$ cat config.mk
export PLATFORM = sky130hd
export DESIGN_NAME = axi_idflt_events
export DESIGN_NICKNAME = d
export VERILOG_FILES = /design/src/rtl/axf_pkg.sv /design/src/rtl/axf_cfg_regs.sv /design/src/rtl/axf_id_match.sv /design/src/rtl/axf_event_pulse.sv /design/src/rtl/axi_idflt_events.sv
export SDC_FILE = /design/constraint.sdc
export NUM_CORES = 1
export LEC_CHECK = 0
export CORE_ASPECT_RATIO = 0.7
export CORE_MARGIN = 8
export CORE_UTILIZATION = 30
export CTS_BUF_LIST = sky130_fd_sc_hd__clkbuf_2
export DETAILED_ROUTE_END_ITERATION = 8
export GPL_TIMING_DRIVEN = 0
export PLACE_DENSITY = 0.72
export SLEW_MARGIN = 40
export SYNTH_ARGS = -nofsm -noshare
export SYNTH_HDL_FRONTEND = slang
export SYNTH_SLANG_ARGS = --single-unit
$ cat constraint.sdc
create_clock -name clk_i -period 2.48 [get_ports clk_i]
set_clock_uncertainty 0.1 [all_clocks]
set_input_delay 0.496 -clock clk_i [delete_from_list [all_inputs] [get_ports clk_i]]
set_output_delay 0.496 -clock clk_i [all_outputs]
set_load 0.05 [all_outputs]
$ cat src/rtl/axf_pkg.sv
package axf_pkg;
  localparam int unsigned CFG_W    = 32;
  localparam int unsigned NUM_EV   = 3;
  localparam logic [7:0]  CTRL_OFS = 8'h00;
  localparam logic [7:0]  ID_OFS   = 8'h04;
  localparam int unsigned EN_TOP   = 31;  // enable for event k sits at EN_TOP-k

  typedef enum int unsigned {
    EV_RD_TXN  = 0,
    EV_WR_TXN  = 1,
    EV_RD_BEAT = 2
  } ev_kind_e;

  function automatic int unsigned en_bit(input int unsigned k);
    return EN_TOP - k;
  endfunction
endpackage

$ cat src/rtl/axf_cfg_regs.sv
module axf_cfg_regs
  import axf_pkg::*;
#(
  parameter int unsigned ID_W   = 18,
  parameter int unsigned ADDR_W = 8
) (
  input  logic                clk_i,
  input  logic                rst_ni,
  input  logic                we_i,
  input  logic [ADDR_W-1:0]   addr_i,
  input  logic [CFG_W-1:0]    wdata_i,
  output logic [CFG_W-1:0]    rdata_o,
  output logic [NUM_EV-1:0]   en_o,
  output logic [ID_W-1:0]     mask_o,
  output logic [ID_W-1:0]     ref_id_o
);
  localparam logic [ADDR_W-1:0] CTRL_A = ADDR_W'(CTRL_OFS);
  localparam logic [ADDR_W-1:0] ID_A   = ADDR_W'(ID_OFS);

  logic [NUM_EV-1:0] en_q;
  logic [ID_W-1:0]   mask_q, id_q;
  logic              ctrl_wr, id_wr;

  assign ctrl_wr = we_i && (addr_i == CTRL_A);
  assign id_wr   = we_i && (addr_i == ID_A);

  for (genvar k = 0; k < NUM_EV; k++) begin : g_en
    always_ff @(posedge clk_i or negedge rst_ni) begin
      if (!rst_ni)      en_q[k] <= 1'b0;
      else if (ctrl_wr) en_q[k] <= wdata_i[en_bit(k)];
    end
  end

  always_ff @(posedge clk_i or negedge rst_ni) begin
    if (!rst_ni) begin
      mask_q <= '0;
      id_q   <= '0;
    end else begin
      if (ctrl_wr) mask_q <= wdata_i[ID_W-1:0];
      if (id_wr)   id_q   <= wdata_i[ID_W-1:0];
    end
  end

  always_comb begin
    rdata_o = '0;
    if (addr_i == CTRL_A) begin
      rdata_o[ID_W-1:0] = mask_q;
      for (int k = 0; k < NUM_EV; k++) rdata_o[en_bit(k)] = en_q[k];
    end else if (addr_i == ID_A) begin
      rdata_o[ID_W-1:0] = id_q;
    end
  end

  assign en_o     = en_q;
  assign mask_o   = mask_q;
  assign ref_id_o = id_q;

  p_id_write_r3: assert property (@(posedge clk_i) disable iff (!rst_ni)
    $past(id_wr) |-> (ref_id_o == $past(wdata_i[ID_W-1:0])));

  p_stray_write_r3: assert property (@(posedge clk_i) disable iff (!rst_ni)
    $past(we_i && addr_i != CTRL_A && addr_i != ID_A)
      |-> ($stable(en_o) && $stable(mask_o) && $stable(ref_id_o)));
endmodule

$ cat src/rtl/axf_id_match.sv
module axf_id_match #(
  parameter int unsigned ID_W = 18
) (
  input  logic [ID_W-1:0] txn_id_i,
  input  logic [ID_W-1:0] ref_id_i,
  input  logic [ID_W-1:0] mask_i,
  output logic            match_o
);
  logic [ID_W-1:0] diff;

  assign diff    = (txn_id_i ^ ref_id_i) & mask_i;
  assign match_o = ~|diff;

  always_comb begin
    if (mask_i == '0) p_open_mask_r4: assert (match_o);
  end
endmodule

$ cat src/rtl/axf_event_pulse.sv
module axf_event_pulse #(
  parameter int unsigned ID_W = 18
) (
  input  logic            clk_i,
  input  logic            rst_ni,
  input  logic            valid_i,
  input  logic            ready_i,
  input  logic [ID_W-1:0] txn_id_i,
  input  logic            en_i,
  input  logic [ID_W-1:0] mask_i,
  input  logic [ID_W-1:0] ref_id_i,
  output logic            pulse_o
);
  logic hit, pulse_q;

  axf_id_match #(.ID_W(ID_W)) u_match (
    .txn_id_i (txn_id_i),
    .ref_id_i (ref_id_i),
    .mask_i   (mask_i),
    .match_o  (hit)
  );

  always_ff @(posedge clk_i or negedge rst_ni) begin
    if (!rst_ni) pulse_q <= 1'b0;
    else         pulse_q <= en_i && valid_i && ready_i && hit;
  end

  assign pulse_o = pulse_q;

  p_needs_handshake_r8: assert property (@(posedge clk_i) disable iff (!rst_ni)
    pulse_o |-> $past(valid_i && ready_i));

  p_quiet_when_off_r8: assert property (@(posedge clk_i) disable iff (!rst_ni)
    !$past(en_i) |-> !pulse_o);
endmodule

$ cat src/rtl/axi_idflt_events.sv
module axi_idflt_events
  import axf_pkg::*;
#(
  parameter int unsigned ID_W   = 18,
  parameter int unsigned ADDR_W = 8
) (
  input  logic              clk_i,
  input  logic              rst_ni,
  input  logic              cfg_we_i,
  input  logic [ADDR_W-1:0] cfg_addr_i,
  input  logic [31:0]       cfg_wdata_i,
  output logic [31:0]       cfg_rdata_o,
  input  logic              ar_valid_i,
  input  logic              ar_ready_i,
  input  logic [ID_W-1:0]   ar_id_i,
  input  logic              aw_valid_i,
  input  logic              aw_ready_i,
  input  logic [ID_W-1:0]   aw_id_i,
  input  logic              r_valid_i,
  input  logic              r_ready_i,
  input  logic [ID_W-1:0]   r_id_i,
  output logic              ev_rd_txn_o,
  output logic              ev_wr_txn_o,
  output logic              ev_rd_beat_o
);
  logic [NUM_EV-1:0] en, vld, rdy, pulse;
  logic [ID_W-1:0]   mask, ref_id;
  logic [ID_W-1:0]   tid [NUM_EV];

  axf_cfg_regs #(.ID_W(ID_W), .ADDR_W(ADDR_W)) u_regs (
    .clk_i    (clk_i),
    .rst_ni   (rst_ni),
    .we_i     (cfg_we_i),
    .addr_i   (cfg_addr_i),
    .wdata_i  (cfg_wdata_i),
    .rdata_o  (cfg_rdata_o),
    .en_o     (en),
    .mask_o   (mask),
    .ref_id_o (ref_id)
  );

  assign vld[EV_RD_TXN]  = ar_valid_i;
  assign rdy[EV_RD_TXN]  = ar_ready_i;
  assign tid[EV_RD_TXN]  = ar_id_i;
  assign vld[EV_WR_TXN]  = aw_valid_i;
  assign rdy[EV_WR_TXN]  = aw_ready_i;
  assign tid[EV_WR_TXN]  = aw_id_i;
  assign vld[EV_RD_BEAT] = r_valid_i;
  assign rdy[EV_RD_BEAT] = r_ready_i;
  assign tid[EV_RD_BEAT] = r_id_i;

  for (genvar k = 0; k < NUM_EV; k++) begin : g_ev
    axf_event_pulse #(.ID_W(ID_W)) u_pulse (
      .clk_i    (clk_i),
      .rst_ni   (rst_ni),
      .valid_i  (vld[k]),
      .ready_i  (rdy[k]),
      .txn_id_i (tid[k]),
      .en_i     (en[k]),
      .mask_i   (mask),
      .ref_id_i (ref_id),
      .pulse_o  (pulse[k])
    );
  end

  assign ev_rd_txn_o  = pulse[EV_RD_TXN];
  assign ev_wr_txn_o  = pulse[EV_WR_TXN];
  assign ev_rd_beat_o = pulse[EV_RD_BEAT];

  p_rd_from_ar_r5: assert property (@(posedge clk_i) disable iff (!rst_ni)
    ev_rd_txn_o |-> $past(ar_valid_i && ar_ready_i));

  p_wr_from_aw_r6: assert property (@(posedge clk_i) disable iff (!rst_ni)
    ev_wr_txn_o |-> $past(aw_valid_i && aw_ready_i));

  p_beat_from_r_r7: assert property (@(posedge clk_i) disable iff (!rst_ni)
    ev_rd_beat_o |-> $past(r_valid_i && r_ready_i));
endmodule

After elaboration in Yosys (flattened, before gate mapping)
Index checks and enable logic that the tools add are counted.
Widths: inputs -> output; s select.
Storage, ports and cells
  output and inout port bits: 35
  register bits after elaboration: 42
  input bits: 103
Cells by class
  reductions and logical operators: 18
  bitwise operators: 6
  eq/ne operators: 1
  muxes and demuxes: 3
Operators with widths (count)
  $and 18x18->18: 3
  $reduce_or 18->1: 3
  $xor 18x18->18: 3
  $mux 18: 2
  $logic_and 1x1->1: 11
  $eq 8x3->1 const B: 1
  $logic_not 8->1: 1
  $logic_not 1->1: 3
  $mux 3: 1

Logic depth before layout (Yosys ltp)
Gate-level depths: netlist of the first run.
  word-level depth: 5
  depth in mapped cells: 5
  depth with buffers taken out: 4

By module
Synthesis of the first run repeated with hierarchy kept, for this count alone.
Second synthesis, totals
  cells, all modules: 242
  area total of the unflattened synthesis: 2727.6 sq um
Modules (own cells, without submodules)
  axf_cfg_regs: area each 1875.5 sq um, sequential area each 975.9 sq um, times used 1, cells each 143
  axf_id_match: area each 250.2 sq um, sequential area each 0.0 sq um, times used 3, cells each 31
  axf_event_pulse: area each 33.8 sq um, sequential area each 25.0 sq um, times used 3, cells each 2

Least setup slack after synthesis of the first run
Ideal clock, no wire load.
  path type: input-to-output
  from: in cfg_addr_i[7]
  to: out cfg_rdata_o[10]
  data required time: 1.884 ns
  arrival time: 2.305 ns
  stages on the path: 4
  setup slack: -0.421 ns
  cell sequence: or4_4 -> nor4_4 -> clkbuf_1 -> a22o_1
Between the ends
  cells in the longest elaborated chain, start to end: 3
RTL lines
  start: declaration: line axi_idflt_events.sv:10  | input logic [ADDR_W-1:0] cfg_addr_i,
  $eq 8x3->1: line axf_cfg_regs.sv:49  | end else if (addr_i == ID_A) begin
  $mux 18: line axf_cfg_regs.sv:49
  $mux 18 (*): line axf_cfg_regs.sv:46  | if (addr_i == CTRL_A) begin
  end: declaration: line axi_idflt_events.sv:12  | output logic [31:0] cfg_rdata_o,
Mark *: on every way between the ends. The rest lies on a longest branch, timed or not.

Worst setup path in the final report of the first run
  from: in cfg_addr_i[0]
  to: out cfg_rdata_o[9]
Same word-level chain as after synthesis.

==> impl_metrics.py, run 1 <==
metrics = {
    "sta": {
        "fin_ws_ns": -0.0745,
        "fin_setup_tns_ns": -1.32,
        "hold_viol": 0,
        "post-route-period-util_pct": 103,
        "max_freq_mhz": 391,
        "slew_headroom_pct": 48.2,
        "setup-violations-final": 21,
        "maxSlewViolCount": 0,
        "post-route-min-period_ns": 2.55,
        "tightest_slew_ns": 0.776,
        "rsz0062_at_grt": "true",
    },
    "finish": {
        "regArea_sq_um": 1050,
        "postLayoutCoreUtil_pct": 53.2,
        "final_nets": 462,
        "area_growth_pct": 71.1,
        "multi_input_area_sq_um": 1700,
        "fillCellCount": 751,
        "drive_above_1_share_pct": 33.9,
        "diodes": 0,
    },
    "yosys": {
        "yosys_warnings": 0,
        "synth-edff-count": 0,
        "synth-seq-cells": 42,
        "async_flop_share_pct": 100,
        "synth.avg_cell_area_sq_um": 12.2,
        "synth_ff_type": "dfrtp_1",
        "synth_top_area_share_pct": 39.7,
        "synth_cell_types": 23,
        "syn_inst": 217,
        "post-synth-top-area-cell": "dfrtp_1",
        "synth.most_common_cell": "xor2_1",
        "synthTopCellsByArea": "dfrtp_1, xor2_1, mux2_2",
        "synth_area_sq_um": 2650,
        "synth_common_cells": "xor2_1, dfrtp_1, mux2_2",
        "seq_area_frac_synth_pct": 39.7,
    },
    "pwr": {
        "p_leak_nw": 2.25,
        "pwr_density_cell_nw_per_um2": 323,
        "peakVddDrop_uv": 166,
    },
    "worst_setup_path": {
        "startpoint": "cfg_addr_i[0]",
        "cp-endpoint": "cfg_rdata_o[9]",
        "crit_type": "in2out",
        "rr_worst_depth": 4,
        "worstPathRequired_ns": 1.88,
        "crit_path_end_kind": "output pin",
        "rr_endpoint": "g_ev[1].u_pulse.pulse_o$_DFF_PN0_",
        "worstSetupStartpointType": "input port",
        "reg2reg_slack_ns": 0.84,
        "reg2reg_from": "u_regs.ref_id_o[6]$_DFFE_PN0P_",
        "arrival_ns": 1.96,
        "crit_fanout": 5,
    },
    "drt": {
        "avgViaCountPerCell": 4.75,
        "drtIter0Drc": 101,
        "wirelength_mm": 9.43,
        "wl_per_cell_um": 19.6,
        "drt_pass1_iterations": 4,
        "drc": 0,
        "ant_nets": 0,
        "vias": 2282,
    },
    "clock_network": {
        "cts_tree": "done",
        "numCtsBuffers": 5,
        "clk_pin_slew_ns": 0.25,
        "cts-root-buf": "clkbuf_2",
        "htreeDepth": 2,
        "clk_latency_ns": 0.41,
        "clock_sinks": 42,
        "clk_path_buf_depth": 2,
    },
    "grt": {
        "gr-total-overflow": 0,
        "antenna_found_initial": 0,
        "grt_use_total_pct": 15.6,
        "grt_pass1_wl_mm": 14.6,
        "grt_pass1_vias": 2547,
        "grt_max_degree": 43,
    },
    "min_path": {
        "hp-class": "in2async",
    },
    "outcome": {
        "violations": "negative setup slack",
        "status": "finished with violations",
    },
    "placement": {
        "globalplace.congestion": 0.789,
        "port_buffers": 115,
        "dpl.hpwl_mm": 7.27,
    },
    "floorplanning": {
        "die_area_sq_um": 12100,
        "die_x_um": 128,
        "core_sq_um": 8510,
        "io-pin-count": 138,
        "rows": 28,
        "start_util_pct": 31.1,
        "chipHeight_um": 94.6,
    },
    "flow_run": {
        "maxCapViolCount": 0,
    },
}
==> how the worst min path moves through the flow <==
| stage | from | to | slack (ns) | depth (start not counted) |
|---|---|---|---|---|
| after floorplan | rst_ni | g_ev[0].u_pulse.pulse_o$_DFF_PN0_ | 0.10 | 0 |
| after global placement | u_regs.en_o[2]$_DFFE_PN0P_ | u_regs.en_o[2]$_DFFE_PN0P_ | 0.42 | 1 |
| after detailed placement | rst_ni | u_regs.ref_id_o[13]$_DFFE_PN0P_ | 0.38 | 2 |
| after CTS | rst_ni | u_regs.ref_id_o[7]$_DFFE_PN0P_ | 0.41 | 3 |
| after global routing | rst_ni | u_regs.ref_id_o[7]$_DFFE_PN0P_ | 0.41 | 3 |
| final | rst_ni | u_regs.ref_id_o[12]$_DFFE_PN0P_ | 0.46 | 3 |
==> layout make-up <==
class,instances,share of cell area (%)
Multi-Input combinational cell,167,37.4
Timing Repair Buffer,125,31.0
Sequential cell,42,23.2
Buffer,17,3.89
Tap cell,120,3.31
Clock buffer,5,0.552
Clock inverter,3,0.552
Inverter,1,0.0828
==> placed cells by master, fill, tap and decap left out <==
cell | Yosys | routed
mux2_4 | 10 | 10
buf_4 | 11 | 13
mux2_2 | 29 | 29
buf_12 | 0 | 1
dlygate4sd2_1 | 0 | 3
nor4_4 | 1 | 2
inv_6 | 0 | 1
a22oi_1 | 9 | 9
clkdlybuf4s50_1 | 0 | 85
conb_1 | 1 | 11
a22o_1 | 24 | 6
dlygate4sd3_1 | 0 | 1
buf_6 | 1 | 5
clkbuf_16 | 0 | 6
or2_4 | 0 | 1
clkinv_4 | 0 | 1
a222oi_1 | 3 | 3
clkbuf_1 | 5 | 2
dfrtp_1 | 42 | 42
xor2_1 | 54 | 54
clkinvlp_4 | 0 | 1
dlymetal6s2s_1 | 0 | 1
nand2_1 | 1 | 1
a21oi_1 | 3 | 3
nand3_1 | 3 | 3
nand2_4 | 1 | 1
and2_4 | 0 | 3
a22o_4 | 0 | 18
or4_4 | 1 | 1
buf_8 | 0 | 22
buf_2 | 0 | 2
and4_1 | 6 | 6
inv_1 | 1 | 1
clkbuf_2 | 0 | 5
clkdlybuf4s15_1 | 0 | 1
a221oi_1 | 6 | 6
==> state kept, by name, indices dropped and copies added (netlist names) <==
| signal | count |
|---|---|
| u_regs.mask_o | 18 |
| u_regs.ref_id_o | 18 |
| u_regs.en_o | 3 |
| g_ev.u_pulse.pulse_o | 3 |
==> cells by family after synthesis <==
group / Yosys count / share of synthesized area (%)
xor gates and xnor gates: 54 / 17.9
DFF: 42 / 39.7
AOI/OAI and AO/OA: 45 / 14.2
and+or+nand+nor: 18 / 5.76
muxes: 39 / 18.0
buffers and inverters: 18 / 4.39
other: 1 / 0.142
==> what timing repair did <==
action / 4_1_cts / 5_1_grt
hold endpoints to repair: 42 / 0
cloned: 3 / 0
pin swaps: 24 / 1
setup buffers: 5 / 0
endpoints found under the setup margin: 59 / 21
hold buffers: 1 / 0
resized for setup: 209 / 1
==> per-stage QoR <==
stage / cell area (sq um) / hold slack (ns) / worst slack (ns) / std cells / total power [mW]
2_1_floorplan: 2810 / 0.100 / -0.197 / 227 / 0.928
3_3_place_gp: 4110 / 0.421 / -1.68 / 462 / 1.13
3_5_place_dp: 4130 / 0.378 / -1.69 / 463 / 1.14
4_1_cts: 4530 / 0.413 / -0.0473 / 480 / 1.48
5_1_grt: 4530 / 0.406 / -0.111 / 480 / 1.54
6_report: 4530 / 0.457 / -0.0745 / 480 / 1.46
==> where the power goes <==
group / leakage, nW / internal [mW] / switching (mW) / total, mW
Clock: 0.0296 / 0.0751 / 0.253 / 0.328
Combinational: 1.64 / 0.220 / 0.142 / 0.363
Sequential: 0.580 / 0.717 / 0.0547 / 0.771
Total: 2.25 / 1.01 / 0.450 / 1.46
==> critical path: stages <==
cell       delay [ns]
buf_6            0.09
or4_4            0.56
nor4_4           0.18
buf_6            0.19
clkbuf_16        0.17
a22o_4           0.14
buf_8            0.14
==> routing by layer <==
layer	vias up	global-route usage [%]	part of all wire, %
li1	1080	-	-
met1	1126	20.2	44
met2	68	25.8	49
met3	8	3.71	5.5
met4	0	3.65	1.5
met5	-	0	0
Power figures use the tool's default switching activity.
==> inputs of run 2 (changes only) <==
CORE_ASPECT_RATIO = 1.1   (was 0.7)
==> run 2 against run 1 <==
Compared with the run above: the run still ends with negative setup slack left; via count is 2.5% lower; power is 3.6% lower; critical path depth stayed put; critical path type unchanged; critical endpoint is now cfg_rdata_o[10].
==> impl_metrics.py, run 2 (same netlist as run 1, synthesis figures left out) <==
metrics = {
    "pwr": {
        "pwr-share-seq_pct": 54.7,
        "pwr-share-clk_pct": 20.0,
        "p_leak_nw": 2.24,
        "peakVddDrop_uv": 156,
        "pwr_density_cell_nw_per_um2": 313,
        "power_mw": 1.41,
        "swShare_pct": 28.8,
        "p_switching_uw": 406,
        "pwr-share-comb_pct": 25.3,
        "internal-power_mw": 1.00,
    },
    "drt": {
        "avgViaCountPerCell": 4.68,
        "wl_per_cell_um": 19.2,
        "ant_nets": 0,
        "drt_pass1_iterations": 4,
        "vias": 2225,
        "wirelength_mm": 9.10,
        "drc": 0,
        "drtIter0Drc": 50,
    },
    "min_path": {
        "worstHoldEndpoint": "u_regs.en_o[1]$_DFFE_PN0P_",
        "hold_depth": 1,
        "hold_start": "u_regs.en_o[1]$_DFFE_PN0P_",
        "hp-class": "reg2reg",
    },
    "sta": {
        "hold_viol": 0,
        "maxSlewViolCount": 0,
        "slew_headroom_pct": 52.2,
        "max_freq_mhz": 391,
        "rsz0062_at_grt": "true",
        "post-route-period-util_pct": 103,
        "fin_ws_ns": -0.0763,
        "hold_ws_ns": 0.472,
        "post-route-min-period_ns": 2.56,
        "setup-violations-final": 20,
        "tightest_slew_ns": 0.717,
    },
    "worst_setup_path": {
        "crit_fanout": 6,
        "arrival_ns": 1.96,
        "rr_worst_depth": 4,
        "reg2reg_from": "u_regs.ref_id_o[6]$_DFFE_PN0P_",
        "worstSetupStartpointType": "input port",
        "cp_top_family": "simple AND/OR/NAND/NOR gates",
        "worstPathRequired_ns": 1.88,
        "crit_path_end_kind": "output pin",
        "startpoint": "cfg_addr_i[0]",
        "path_buf_inv": 4,
        "reg2reg_slack_ns": 0.76,
        "crit_type": "in2out",
        "cpMaxStageDelayCell": "or4_4",
        "max_stage_delay_ns": 0.56,
        "cp_cell_sequence": "buf_6 > or4_4 > nor4_4 > buf_6 > clkbuf_16 > a22o_4 > buf_8",
        "rr_endpoint": "g_ev[1].u_pulse.pulse_o$_DFF_PN0_",
        "cpMostUsedCell": "buf_6",
    },
    "grt": {
        "grt_max_degree": 43,
        "gr-total-overflow": 0,
        "grt_use_total_pct": 15.0,
        "antenna_found_initial": 1,
        "grt_pass1_vias": 2535,
        "grt_pass1_wl_mm": 13.9,
    },
    "finish": {
        "final_cells": 475,
        "postLayoutCoreUtil_pct": 51.5,
        "final_common_cell": "clkdlybuf4s50_1",
        "drive_above_1_share_pct": 33.6,
        "final_nets": 462,
        "area_growth_pct": 69.8,
        "final_cell_mix": "clkdlybuf4s50_1, xor2_1, dfrtp_1, mux2_2, buf_8",
    },
    "outcome": {
        "violations": "negative setup slack",
        "status": "finished with violations",
    },
    "floorplanning": {
        "core_sq_um": 8740,
        "io-pin-count": 138,
        "rows": 36,
        "die_x_um": 106,
        "chipHeight_um": 115,
        "die_area_sq_um": 12100,
        "start_util_pct": 30.3,
    },
    "placement": {
        "port_buffers": 115,
        "place_inst": 457,
        "dpl.hpwl_mm": 7.02,
        "globalplace.congestion": 0.790,
    },
    "flow_run": {
        "maxCapViolCount": 0,
    },
    "clock_network": {
        "cts-root-buf": "clkbuf_2",
        "numCtsBuffers": 5,
        "htreeDepth": 2,
        "clock_sinks": 42,
        "clk_latency_ns": 0.38,
        "clk_path_buf_depth": 2,
        "clk_pin_slew_ns": 0.19,
        "cts_tree": "done",
    },
}
## run 2: cell types whose count changed in the layout (fill, tap and decap cells not counted)
cell / change
clkinvlp_4: -1
clkbuf_2: +1
diode_2: +1
inv_6: -1
clkinv_4: -1
buf_4: +2
clkinv_1: +1
dlymetal6s2s_1: -1
clkinv_2: +1
buf_6: -1
clkdlybuf4s50_1: +1
buf_12: -1
## run 2: worst max-delay path by stage
stage,end,slack (ns),cells past startpoint
finish,cfg_rdata_o[10],-0.08,7
global route,cfg_rdata_o[29],-0.11,7
CTS,cfg_rdata_o[29],-0.08,7
detailed placement,cfg_rdata_o[5],-1.46,6
global placement,cfg_rdata_o[8],-1.75,6
floorplan,cfg_rdata_o[10],-0.20,4
## run 2: power groups by stage
stage	Combinational [mW]	Clock (mW)	Sequential [mW]
2_1_floorplan	0.160	0	0.769
3_3_place_gp	0.351	0	0.777
3_5_place_dp	0.356	0	0.779
4_1_cts	0.360	0.295	0.770
5_1_grt	0.385	0.321	0.778
6_report	0.357	0.282	0.770
## run 2: area by class of cell
class / count / area (sq um)
Multi-Input combinational cell: 167 / 1700
Clock inverter: 2 / 8.76
Buffer: 17 / 176
Clock buffer: 6 / 30.0
Tap cell: 114 / 143
Timing Repair Buffer: 125 / 1390
Antenna cell: 1 / 2.50
Fill cell: 776 / 4240
Inverter: 1 / 3.75
Sequential cell: 42 / 1050
## run 2: metrics by stage
step	setup slack, ns	instance area, sq um	setup TNS, ns
after floorplan	-0.197	2810	-2.81
after global placement	-1.75	4100	-69.03
after detailed placement	-1.46	4110	-49.51
after CTS	-0.0820	4490	-1.29
after global routing	-0.113	4500	-1.99
final	-0.0763	4500	-1.21
## run 2: layer usage
layer / share of wire, % / vias up / track usage [%] / wire, um
met1: 37 / 1080 / 15.5 / 3400
li1: - / 1076 / - / -
met3: 5.9 / 4 / 4.50 / 533
met5: 0 / - / 0 / 0
met2: 56 / 65 / 28.6 / 5110
met4: 0.65 / 0 / 3.94 / 59
## run 2: repair_timing
action,CTS,global route
setup endpoints to repair,51,21
hold endpoints to repair,42,0
setup buffers,4,1
hold buffers,1,0
gates cloned,3,0
pin swaps,24,1
resized for setup,206,0
==> inputs of run 3 (changes only) <==
CORE_UTILIZATION = 35   (was 30)
PLACE_DENSITY = 0.81   (was 0.72)
==> run 3 against run 2 <==
Compared with the run above: the flow still finishes with violations (negative setup slack); die area shrank 12%; cell count fell by 5.9%; final area shrank 0.67%; global-route usage up 2.2 points; combinational power grew 1%; sequential power about the same; flip-flop and latch count is the same; setup slack better by 0.0098 ns; register-to-register slack better by 0.08 ns; core utilization increased by 9.0 points; hold slack improved by 0.0019 ns; power is 0.36% higher; critical path type unchanged; largest power group unchanged.
==> impl_metrics.py, run 3 (same netlist as run 1, synthesis figures left out) <==
metrics = {
    "grt": {
        "grt_max_degree": 43,
        "grt_pass1_vias": 2592,
        "gr-total-overflow": 0,
        "antenna_found_initial": 0,
        "grt_use_total_pct": 17.2,
        "grt_pass1_wl_mm": 14.2,
    },
    "outcome": {
        "violations": "negative setup slack",
        "status": "finished with violations",
    },
    "drt": {
        "drt_pass1_iterations": 4,
        "wirelength_mm": 9.20,
        "drtIter0Drc": 64,
        "wl_per_cell_um": 20.6,
        "ant_nets": 0,
        "avgViaCountPerCell": 5.11,
        "drc": 0,
        "vias": 2283,
    },
    "floorplanning": {
        "start_util_pct": 35.8,
        "die_area_sq_um": 10600,
        "die_x_um": 98.9,
        "chipHeight_um": 107,
        "core_sq_um": 7390,
        "rows": 33,
        "io-pin-count": 138,
    },
    "sta": {
        "fin_ws_ns": -0.0664,
        "tightest_slew_ns": 0.730,
        "max_freq_mhz": 393,
        "slew_headroom_pct": 51.3,
        "post-route-min-period_ns": 2.55,
        "hold_ws_ns": 0.474,
        "post-route-period-util_pct": 103,
        "hold_viol": 0,
        "setup-violations-final": 21,
        "rsz0062_at_grt": "true",
        "maxSlewViolCount": 0,
    },
    "worst_setup_path": {
        "arrival_ns": 1.95,
        "worstPathRequired_ns": 1.88,
        "crit_fanout": 5,
        "reg2reg_from": "u_regs.ref_id_o[6]$_DFFE_PN0P_",
        "path_buf_inv": 4,
        "crit_path_end_kind": "output pin",
        "cpMaxStageDelayCell": "or4_4",
        "crit_type": "in2out",
        "startpoint": "cfg_addr_i[0]",
        "cpMostUsedCell": "buf_6",
        "cp_cell_sequence": "buf_6 > or4_4 > nor4_4 > buf_6 > clkbuf_16 > and2_4 > buf_8",
        "cp_top_family": "simple AND/OR/NAND/NOR gates",
        "worstSetupStartpointType": "input port",
        "max_stage_delay_ns": 0.57,
    },
    "finish": {
        "diodes": 0,
        "regArea_sq_um": 1050,
        "final_cell_mix": "clkdlybuf4s50_1, xor2_1, dfrtp_1, mux2_2, buf_8",
        "area_growth_pct": 68.6,
        "fillCellCount": 607,
        "final_nets": 462,
        "multi_input_area_sq_um": 1700,
        "drive_above_1_share_pct": 33.6,
        "final_cells": 447,
        "final_common_cell": "clkdlybuf4s50_1",
    },
    "pwr": {
        "p_leak_nw": 2.25,
        "peakVddDrop_uv": 160,
        "pwr-share-comb_pct": 25.5,
        "swShare_pct": 29.1,
        "pwr-share-clk_pct": 20.0,
        "pwr_density_cell_nw_per_um2": 317,
        "p_switching_uw": 411,
        "pwr-share-seq_pct": 54.5,
        "internal-power_mw": 1.00,
    },
    "clock_network": {
        "htreeDepth": 2,
        "clk_path_buf_depth": 2,
        "numCtsBuffers": 5,
        "clock_sinks": 42,
        "clk_latency_ns": 0.39,
        "clk_pin_slew_ns": 0.19,
        "cts_tree": "done",
        "cts-root-buf": "clkbuf_2",
    },
    "placement": {
        "port_buffers": 115,
        "dpl.hpwl_mm": 6.84,
        "place_inst": 430,
        "globalplace.congestion": 0.785,
    },
    "min_path": {
        "hp-class": "reg2reg",
        "hold_start": "u_regs.en_o[0]$_DFFE_PN0P_",
    },
    "flow_run": {
        "maxCapViolCount": 0,
    },
}
-- run 3: cell types whose count changed in the layout (fill, tap and decap cells not counted) --
cell | before | now
buf_6 | 4 | 5
diode_2 | 1 | 0
dlymetal6s2s_1 | 0 | 1
buf_4 | 15 | 14
clkdlybuf4s50_1 | 86 | 85
-- run 3: layout make-up --
type                            instances  area share, %
Multi-Input combinational cell        167           38.0
Timing Repair Buffer                  125           31.2
Sequential cell                        42           23.5
Buffer                                 17           3.95
Tap cell                               87           2.44
Clock buffer                            6          0.672
Clock inverter                          2          0.196
Inverter                                1         0.0840
-- run 3: stage by stage --
stage	TNS [ns]	power [mW]	instance area (sq um)	utilization, %	setup WS (ns)
3_3_place_gp	-66.79	1.13	4070	55.0	-1.72
2_1_floorplan	-2.81	0.928	2810	-	-0.197
3_5_place_dp	-49.29	1.14	4080	55.1	-1.44
6_report	-1.09	1.41	4470	60.4	-0.0664
5_1_grt	-1.66	1.48	4470	60.4	-0.0930
4_1_cts	-0.888	1.43	4460	60.3	-0.0623
-- run 3: worst reg2reg max path, delay by kind of cell (launching register included) --
kind             cells  cell delay, ns
flip-flops           1            0.49
AO/OA/AOI/OAI        2            0.57
XOR/XNOR             1            0.19
AND/OR/NAND/NOR      1            0.24
-- run 3: power groups by stage --
stage	combinational [mW]	clock, mW	sequential [mW]
floorplan	0.160	0	0.769
global placement	0.351	0	0.776
detailed placement	0.358	0	0.779
CTS	0.361	0.296	0.769
global route	0.388	0.313	0.776
finish	0.361	0.283	0.770
-- run 3: final timing paths --
| check | to | cells past startpoint | slack [ns] |
|---|---|---|---|
| worst max register to register | g_ev[2].u_pulse.pulse_o$_DFF_PN0_ | 4 | 0.84 |
| worst min register to register | u_regs.en_o[0]$_DFFE_PN0P_ | 1 | 0.47 |
| min in group asynchronous | u_regs.mask_o[13]$_DFFE_PN0P_ | 2 | 0.51 |
| worst min-delay path | u_regs.en_o[0]$_DFFE_PN0P_ | 1 | 0.47 |
| max in group asynchronous | u_regs.mask_o[15]$_DFFE_PN0P_ | 2 | 1.39 |
| worst max-delay path | cfg_rdata_o[29] | 7 | -0.07 |
-- run 3: what timing repair did --
action	in CTS	in global routing
pin swaps	23	1
setup buffers	5	1
resized for setup	209	1
endpoints found under the setup margin	51	21
hold buffers	1	0
endpoints found under the hold margin	42	0
gates cloned	3	0
-- run 3: per-layer routing --
metal / GRT usage (%) / vias up / part of all wire, %
met1: 19.0 / 1098 / 39
li1: - / 1077 / -
met3: 5.31 / 15 / 7.3
met5: 0 / - / 0
met4: 4.39 / 0 / 1.8
met2: 31.3 / 93 / 52
